$ cat config.mk
export PLATFORM = sky130hd
export DESIGN_NAME = burst_addr_gen
export DESIGN_NICKNAME = d
export VERILOG_FILES = /design/src/rtl/burst_agu_pkg.sv /design/src/rtl/burst_kind_decode.sv /design/src/rtl/addr_stepper.sv /design/src/rtl/beat_counter.sv /design/src/rtl/burst_addr_gen.sv
export SDC_FILE = /design/constraint.sdc
export NUM_CORES = 1
export LEC_CHECK = 0
export BUFFER_PORTS_ARGS = -buffer_cell sky130_fd_sc_hd__buf_4
export CORE_MARGIN = 5
export CORE_UTILIZATION = 35
export CTS_BUF_LIST = sky130_fd_sc_hd__clkbuf_16
export DETAILED_ROUTE_END_ITERATION = 10
export PLACE_DENSITY = 0.56
export SETUP_SLACK_MARGIN = 0.02
export SYNTH_ARGS = -nofsm -noshare
export SYNTH_HDL_FRONTEND = slang
export SYNTH_SLANG_ARGS = --single-unit
$ cat constraint.sdc
create_clock -name clk -period 3.67 [get_ports clk]
set_input_delay 0.5505 -clock clk [delete_from_list [all_inputs] [get_ports clk]]
set_output_delay 0.5505 -clock clk [all_outputs]
set_load 0.05 [all_outputs]
$ cat src/rtl/burst_agu_pkg.sv
package burst_agu_pkg;

  typedef enum logic [2:0] {
    BK_ONE    = 3'd0,
    BK_OPEN   = 3'd1,
    BK_WRAP4  = 3'd2,
    BK_STEP4  = 3'd3,
    BK_WRAP8  = 3'd4,
    BK_STEP8  = 3'd5,
    BK_WRAP16 = 3'd6,
    BK_STEP16 = 3'd7
  } burst_kind_e;

  localparam int unsigned KIND_W = 3;
  localparam int unsigned SIZE_W = 3;

endpackage

$ cat src/rtl/burst_kind_decode.sv
module burst_kind_decode
  import burst_agu_pkg::*;
#(
  parameter int unsigned ADDR_W = 32,
  parameter int unsigned CNT_W  = 4
) (
  input  burst_kind_e             kind,
  input  logic [SIZE_W-1:0]       size,
  output logic [CNT_W-1:0]        beats_m1,
  output logic                    is_wrap,
  output logic                    is_fixed,
  output logic [ADDR_W-1:0]       step,
  output logic [ADDR_W-1:0]       low_mask
);

  localparam logic [ADDR_W-1:0] ONE_A = {{(ADDR_W-1){1'b0}}, 1'b1};

  logic [ADDR_W-1:0] beats_a;
  logic [ADDR_W-1:0] boundary;

  always_comb begin
    unique case (kind)
      BK_WRAP4, BK_STEP4:   beats_m1 = CNT_W'(3);
      BK_WRAP8, BK_STEP8:   beats_m1 = CNT_W'(7);
      BK_WRAP16, BK_STEP16: beats_m1 = CNT_W'(15);
      default:              beats_m1 = '0;
    endcase
  end

  assign is_wrap  = (kind == BK_WRAP4) || (kind == BK_WRAP8) || (kind == BK_WRAP16);
  assign is_fixed = (kind != BK_OPEN);
  assign step     = ONE_A << size;
  assign beats_a  = {{(ADDR_W-CNT_W){1'b0}}, beats_m1} + ONE_A;
  assign boundary = beats_a << size;
  // Incrementing kinds let every bit carry; wrapping kinds confine the carry.
  assign low_mask = is_wrap ? (boundary - ONE_A) : '1;

endmodule

$ cat src/rtl/addr_stepper.sv
module addr_stepper #(
  parameter int unsigned ADDR_W = 32
) (
  input  logic [ADDR_W-1:0] cur,
  input  logic [ADDR_W-1:0] step,
  input  logic [ADDR_W-1:0] low_mask,
  output logic [ADDR_W-1:0] nxt
);

  logic [ADDR_W-1:0] sum;

  assign sum = cur + step;
  assign nxt = (cur & ~low_mask) | (sum & low_mask);

endmodule

$ cat src/rtl/beat_counter.sv
module beat_counter #(
  parameter int unsigned CNT_W = 4
) (
  input  logic             clk,
  input  logic             rst_n,
  input  logic             load,
  input  logic [CNT_W-1:0] load_val,
  input  logic             dec,
  output logic [CNT_W-1:0] cnt
);

  logic [CNT_W-1:0] cnt_d;

  always_comb begin
    cnt_d = cnt;
    if (load) begin
      cnt_d = load_val;
    end else if (dec && (cnt != '0)) begin
      cnt_d = cnt - CNT_W'(1);
    end
  end

  always_ff @(posedge clk or negedge rst_n) begin
    if (!rst_n) begin
      cnt <= '0;
    end else if (load || dec) begin
      cnt <= cnt_d;
    end
  end

  AST_CNT_DECREMENT: assert property (@(posedge clk) disable iff (!rst_n)
    (dec && !load && cnt != '0) |=> cnt == $past(cnt) - CNT_W'(1));
  AST_CNT_FLOOR: assert property (@(posedge clk) disable iff (!rst_n)
    (dec && !load && cnt == '0) |=> cnt == '0);

endmodule

$ cat src/rtl/burst_addr_gen.sv
module burst_addr_gen
  import burst_agu_pkg::*;
#(
  parameter int unsigned ADDR_W = 32,
  parameter int unsigned CNT_W  = 4
) (
  input  logic              clk,
  input  logic              rst_n,
  input  logic              start,
  input  logic [ADDR_W-1:0] first_addr,
  input  logic [2:0]        burst_kind,
  input  logic [2:0]        xfer_size,
  input  logic              beat_done,
  output logic [ADDR_W-1:0] cur_addr,
  output logic [ADDR_W-1:0] next_addr,
  output logic [CNT_W-1:0]  beats_left,
  output logic              last_beat
);

  burst_kind_e       kind_q, kind_d, kind_in;
  logic [SIZE_W-1:0] size_q, size_d;
  logic [ADDR_W-1:0] addr_q, addr_d;

  logic [CNT_W-1:0]  cur_m1, in_m1;
  logic              cur_wrap, cur_fixed, in_wrap, in_fixed;
  logic [ADDR_W-1:0] cur_step, cur_mask, in_step, in_mask;
  logic [ADDR_W-1:0] stepped;
  logic              advance;

  assign kind_in = burst_kind_e'(burst_kind);
  assign advance = beat_done && !start;

  burst_kind_decode #(.ADDR_W(ADDR_W), .CNT_W(CNT_W)) u_dec_cur (
    .kind(kind_q), .size(size_q), .beats_m1(cur_m1), .is_wrap(cur_wrap),
    .is_fixed(cur_fixed), .step(cur_step), .low_mask(cur_mask)
  );

  burst_kind_decode #(.ADDR_W(ADDR_W), .CNT_W(CNT_W)) u_dec_in (
    .kind(kind_in), .size(xfer_size), .beats_m1(in_m1), .is_wrap(in_wrap),
    .is_fixed(in_fixed), .step(in_step), .low_mask(in_mask)
  );

  addr_stepper #(.ADDR_W(ADDR_W)) u_step (
    .cur(addr_q), .step(cur_step), .low_mask(cur_mask), .nxt(stepped)
  );

  beat_counter #(.CNT_W(CNT_W)) u_cnt (
    .clk(clk), .rst_n(rst_n), .load(start), .load_val(in_m1),
    .dec(advance), .cnt(beats_left)
  );

  always_comb begin
    kind_d = kind_q;
    size_d = size_q;
    addr_d = addr_q;
    if (start) begin
      kind_d = kind_in;
      size_d = xfer_size;
      addr_d = first_addr;
    end else if (beat_done) begin
      addr_d = stepped;
    end
  end

  always_ff @(posedge clk or negedge rst_n) begin
    if (!rst_n) begin
      kind_q <= BK_OPEN;
      size_q <= '0;
      addr_q <= '0;
    end else if (start || beat_done) begin
      kind_q <= kind_d;
      size_q <= size_d;
      addr_q <= addr_d;
    end
  end

  assign cur_addr  = addr_q;
  assign next_addr = stepped;
  assign last_beat = cur_fixed && (beats_left == '0);

  AST_START_LOADS: assert property (@(posedge clk) disable iff (!rst_n)
    start |=> addr_q == $past(first_addr));
  AST_INCR_STEP: assert property (@(posedge clk) disable iff (!rst_n)
    (advance && !cur_wrap) |=> addr_q == $past(addr_q) + $past(cur_step));
  AST_WRAP_UPPER_FIXED: assert property (@(posedge clk) disable iff (!rst_n)
    (advance && cur_wrap) |=> (addr_q & ~$past(cur_mask)) == ($past(addr_q) & ~$past(cur_mask)));
  AST_IDLE_HOLD: assert property (@(posedge clk) disable iff (!rst_n)
    (!start && !beat_done) |=> ($stable(addr_q) && $stable(beats_left) && $stable(last_beat)));
  AST_OPEN_NEVER_LAST: assert property (@(posedge clk) disable iff (!rst_n)
    (kind_q == BK_OPEN) |-> !last_beat);

endmodule

==> results of run 1 <==
==> layout make-up <==
type	instances	area, um^2
fill	1071	5640
multi-input combinational	375	2750
sequential	42	1050
timing repair buffer	128	961
tap	140	175
clock buffer	5	125
inverter	18	67.6
clock inverter	3	23.8
==> sequential cells by signal (all words and copies together), names as in the netlist <==
register	cells
u_cnt.cnt	4
cur_addr	32
size_q	3
kind_q	3
==> cell usage in the layout (no fill, tap or decap), types with 6 or more instances in the layout <==
cell,instances
a21oi_1,17
a31oi_1,18
and2_1,6
and3_1,8
buf_4,128
dfrtp_1,41
ha_1,12
inv_1,17
mux2i_1,10
nand2_1,46
nand3_1,13
nand4_1,7
nor2_1,37
nor3_1,17
o21ai_0,22
o31ai_1,13
or4_1,13
xnor2_1,8
xor2_1,9
xor2_2,13
==> critical path: stages (launching register included) <==
cell and delay [ns]:
dfrtp_1 0.36, inv_1 0.07, buf_4 0.17, nor3_1 0.25, ha_1 0.36, or3_1 0.42
and2_1 0.21, o22ai_2 0.37, nor2_1 0.15, xor2_2 0.16, buf_4 0.20
==> through the flow <==
stage | total power [uW] | instance area, um^2 | util (%) | cells | hold slack, ns
6_report | 2170 | 5150 | 47.8 | 711 | 0.260
5_1_grt | 2280 | 5150 | 47.8 | 711 | 0.317
4_1_cts | 2180 | 5120 | 47.4 | 711 | 0.290
3_5_place_dp | 1700 | 4930 | 45.7 | 700 | 0.603
3_3_place_gp | 1700 | 4930 | 45.7 | 700 | 0.601
2_1_floorplan | 1360 | 3960 | - | 467 | 0.255
==> final timing paths <==
path	startpoint	to	slack, ns
setup / recovery	size_q[0]	next_addr[8]	0.11
hold / removal	rst_n	cur_addr[6]	0.26
setup reg to reg	size_q[1]	cur_addr[28]	0.70
hold reg to reg	cur_addr[31]	cur_addr[31]	0.64
max in group asynchronous	rst_n	kind_q[1]	3.01
min in group clk	first_addr[1]	cur_addr[1]	0.46
==> repair_timing <==
| action | in CTS | in global routing |
|---|---|---|
| gates resized for setup | 3 | 8 |
| hold endpoints to repair | 0 | 0 |
| endpoints found under the setup margin | 5 | 23 |
| pin swaps | 1 | 2 |
| gates cloned | 0 | 0 |
| setup buffers | 3 | 0 |
==> logic make-up (layout without fill, tap and decap cells) <==
family	Yosys count	in the layout	synth area share (%)
and+or+nand+nor	185	185	24.9
AOI/OAI and AO/OA	127	127	25.4
buffers and inverters	50	154	5.56
DFF	42	42	27.5
xor gates and xnor gates	35	35	8.02
muxes	15	15	4.09
adders and majority gates	13	13	4.45
==> where the power goes <==
part | total, uW | switching (uW) | internal [uW]
Combinational | 1090 | 731 | 364
Clock | 470 | 215 | 255
Sequential | 602 | 88.5 | 514
Total | 2170 | 1030 | 1130
==> layer usage <==
layer	GRT usage, %	routed length (um)	up-vias
met1	27.5	5800	1838
met5	0	0	-
met4	3.88	146	0
met2	31.7	6090	92
met3	3.17	702	12
li1	-	-	1922
==> flow_summary_export.csv, run 1 <==
group,metric,value,unit
status,status,"complete, no violations",
global_routing,grt_overflow,0,
clocking,clock-sinks,42,
critical_path,crit_required,3.12,ns
routing,vias_per_cell,5.43,
placed_design,io_buffers,110,
power_and_ir_drop,vdd_drop_max,0.230,mV
timing,fin_crit,3.56,ns
timing,max_slew_margin,58.7,%
placed_design,dp_hpwl,9750,um
timing,fmax,0.281,GHz
finish,nets,625,
synthesis,synth_edf_count,0,
global_routing,grt_start_max_net_pins,52,
timing,finalSetupViolCount,0,
timing,rsz0062_at_grt,"yes",
synthesis,synth_area_leaders,"dfrtp_1 27%, xor2_1 5.0%, nand2_1 4.5%",
timing,hold_viol_final,0,
critical_path,cp_max_fo,9,
critical_path,r2r_cells,10,
global_routing,grt_usage,19.5,%
critical_path,startpoint_type,"register",
floorplanning,chipHeight,115,um
min_path,hold_class,"in2async",
synthesis,synthCells,467,
synthesis,ys_types,76,
routing,wl,12700,um
timing,finalCritPeriodShare,97.0,%
synthesis,synth_top_area_share,26.8,%
routing,ant_nets,0,
placed_design,gp_congestion,0.899,
clocking,ctsHoldBuffers,0,
floorplanning,dieArea,0.0131,mm^2
routing,drt_iter0_drc,221,
floorplanning,num_rows,38,
routing,via_count,3864,
floorplanning,start_util,35.4,%
timing,tns,0,ns
finish,n_antenna_cell,0,
critical_path,critPathKind,"reg2out",
timing,timing.final.ws_setup,0.111,ns
routing,remaining_drc_errors,0,
synthesis,avgSynthCellArea,8.19,um^2
synthesis,yosys.cell_count.top_type,"nand2_1",
clocking,ctsLongestPathBuffers,2,
placed_design,dp_slack,0.281,ns
timing,clock_skew,0.00713,ns
synthesis,ys_seq_area_share,27.5,%
synthesis,syn-num-nets,522,
critical_path,end_kind,"output port",
synthesis,synth_ff_type,"dfrtp_1",
clocking,cts_tree,"done",
synthesis,synthArstFlopShare,100,%
power_and_ir_drop,p_per_area,421,mW/mm^2
critical_path,arrival,3.01,ns
synthesis,ys_warn_count,0,
power_and_ir_drop,p_leak,0.00215,uW
clocking,numCtsBuffers,5,
synthesis,synth-seq-cells,42,
timing,worst_slew_pin_slew,0.615,ns
clocking,cts_root_buf,"clkbuf_16",
flow_run,cap_viol_max_count,0,
clocking,path_clk_slew,0.07,ns
clocking,h-tree-depth,2,
global_routing,grt_pass1_vias,3876,
floorplanning,io_pins,111,
finish,drive_gt1_share,33.1,%
routing,first_pass_iters,4,
floorplanning,fp.dieW,115,um
synthesis,syn_area,0.00382,mm^2
finish,syn2layout_area_growth,34.8,%
timing,report.final.slew_viol_count,0,
routing,wl_per_cell,17.9,um
global_routing,grt_pass1_wl,20600,um
synthesis,synth.top_cells.by_count,"46 x nand2_1, 41 x dfrtp_1, 40 x nor2_1",
synthesis,synth_largest_area_cell,"dfrtp_1",
floorplanning,core_region_area,0.0108,mm^2
clocking,clk-insertion-delay-late,0.29,ns
global_routing,antenna_found_initial,0,
Note: power is estimated with default switching activity, not from simulation.
==> inputs of run 2 (changes only) <==
- CELL_PAD_IN_SITES_DETAIL_PLACEMENT: not set -> 0
- CELL_PAD_IN_SITES_GLOBAL_PLACEMENT: not set -> 1
- CTS_BUF_LIST: sky130_fd_sc_hd__clkbuf_16 -> sky130_fd_sc_hd__clkbuf_8 sky130_fd_sc_hd__clkbuf_16
- PLACE_DENSITY: 0.56 -> 0.73
==> flow_summary_export.csv, run 2 (synthesis results as in run 1) <==
group,metric,value,unit
finish,most-common-layout-cells,"131 x buf_4, 46 x nand2_1, 41 x dfrtp_1",
timing,max_slew_margin,60.9,%
critical_path,cp_slowest_cell,"a41oi_4",
global_routing,antenna_found_initial,0,
finish,n_antenna_cell,0,
critical_path,crit_required,3.12,ns
global_routing,grt_start_max_net_pins,52,
placed_design,io_buffers,110,
clocking,clk-insertion-delay-late,0.31,ns
clocking,ctsLongestPathBuffers,2,
min_path,hold_class,"in2async",
critical_path,r2r_cells,10,
placed_design,gp_congestion,0.868,
floorplanning,core_region_area,0.0108,mm^2
critical_path,cp_max_fo,9,
timing,finalSetupViolCount,0,
flow_run,cap_viol_max_count,0,
clocking,cts_root_buf,"clkbuf_8",
global_routing,top_usage_layer,"met2",
floorplanning,dieArea,0.0131,mm^2
routing,ant_nets,0,
timing,worst_slew_pin_slew,0.586,ns
routing,wl_per_cell,18.0,um
critical_path,end_kind,"output port",
routing,drt_iter0_drc,274,
finish,drive_gt1_share,35.1,%
timing,fin_crit,3.46,ns
global_routing,grt_overflow,0,
routing,remaining_drc_errors,0,
timing,fmax,0.289,GHz
timing,tns,0,ns
finish,instances_no_fill,715,
timing,rsz0062_at_grt,"no",
finish,nets,629,
floorplanning,start_util,35.4,%
critical_path,arrival,2.91,ns
global_routing,grtUsageMet2,30.9,%
routing,first_pass_iters,4,
critical_path,startpoint_type,"register",
critical_path,slowest_delay,0.46,ns
finish,layout_commonest_cell,"buf_4",
clocking,path_clk_slew,0.10,ns
routing,via_count,3965,
routing,vias_per_cell,5.55,
clocking,numCtsBuffers,5,
finish,fillCellCount,1063,
critical_path,crit_chain,"inv_1 > nor3_1 > ha_1 > nor4_2 > o21ai_4 > a41oi_4 > nor2_1 > xor2_2 > buf_4",
global_routing,grt_usage,19.3,%
global_routing,met3_usage,2.85,%
power_and_ir_drop,vdd_drop_max,0.235,mV
global_routing,grt_pass1_wl,20400,um
placed_design,dp_cells,701,
routing,wl,12900,um
clocking,h-tree-depth,2,
finish,post-route-util,48.3,%
global_routing,grt_pass1_vias,3827,
global_routing,use_met1,27.4,%
timing,report.final.slew_viol_count,0,
finish,layout.area.seq,0.00105,mm^2
clocking,clock-sinks,42,
power_and_ir_drop,p_per_area,394,mW/mm^2
finish,syn2layout_area_growth,36.4,%
timing,finalCritPeriodShare,94.3,%
floorplanning,num_rows,38,
timing,hold_viol_final,0,
critical_path,critPathKind,"reg2out",
floorplanning,io_pins,111,
floorplanning,chipHeight,115,um
floorplanning,fp.dieW,115,um
clocking,ctsHoldBuffers,0,
power_and_ir_drop,p_leak,0.00213,uW
status,status,"complete, no violations",
finish,multi_input_area,0.00284,mm^2
placed_design,dp_hpwl,9740,um
clocking,cts_tree,"done",
finish,largest_reg_flops,32,
timing,clock_skew,0.0129,ns
## run 2: cell types whose count changed in the layout (fill, tap and decap cells not counted), sizes merged
cell	change
a41oi	+1
buf	+3
## run 2: path summary, 6_finish.rpt
check                              startpoint            end  slack [ns]
worst min register to register    cur_addr[0]    cur_addr[0]        0.64
worst max register to register      size_q[1]   cur_addr[28]        0.68
max in group asynchronous               rst_n    cur_addr[7]        3.04
worst min-delay path                    rst_n    cur_addr[3]        0.24
worst max-delay path                size_q[2]  next_addr[19]        0.21
min in group clk                first_addr[1]    cur_addr[1]        0.44
## run 2: metal layers
| layer | up-vias | share of wire (%) |
|---|---|---|
| li1 | 1944 | - |
| met1 | 1895 | 46 |
| met2 | 109 | 47 |
| met3 | 17 | 5.4 |
| met4 | 0 | 1.7 |
| met5 | - | 0 |
## run 2: where the power goes
part | leakage, uW | total (uW) | switching (uW) | internal [uW]
sequential | 0.000489 | 603 | 90.1 | 513
combinational | 0.00160 | 1120 | 746 | 375
clock | 0.0000408 | 329 | 193 | 137
## run 2: worst max-delay path: cells and delay by family, from the launching register on
family / cells / cell delay, ns
DFF: 1 / 0.42
buffers and inverters: 2 / 0.47
xor gates and xnor gates: 1 / 0.16
adders and majority gates: 1 / 0.31
and+or+nand+nor: 3 / 0.61
AOI/OAI and AO/OA: 2 / 0.63
## run 2: area by class of cell
class	count	area share, %
Multi-Input combinational cell	376	54.5
Sequential cell	42	20.2
Timing Repair Buffer	131	18.9
Tap cell	140	3.36
Clock buffer	5	1.32
Inverter	18	1.30
Clock inverter	3	0.456
## run 2: timing repair
item	in CTS	in global routing
setup endpoints to repair	3	20
pin swaps	0	5
gates cloned	0	1
gates resized for setup	3	21
setup buffers	0	5
## run 2: per-stage QoR
stage	hold slack (ns)	setup slack, ns	area, um^2	total power [uW]
after global routing	0.278	0.000883	5210	2180
final	0.239	0.208	5210	2050
after CTS	0.258	0.0160	5040	2040
after global placement	0.599	0.363	4940	1700
after detailed placement	0.597	0.290	4940	1700
after floorplan	0.255	0.0570	3960	1360
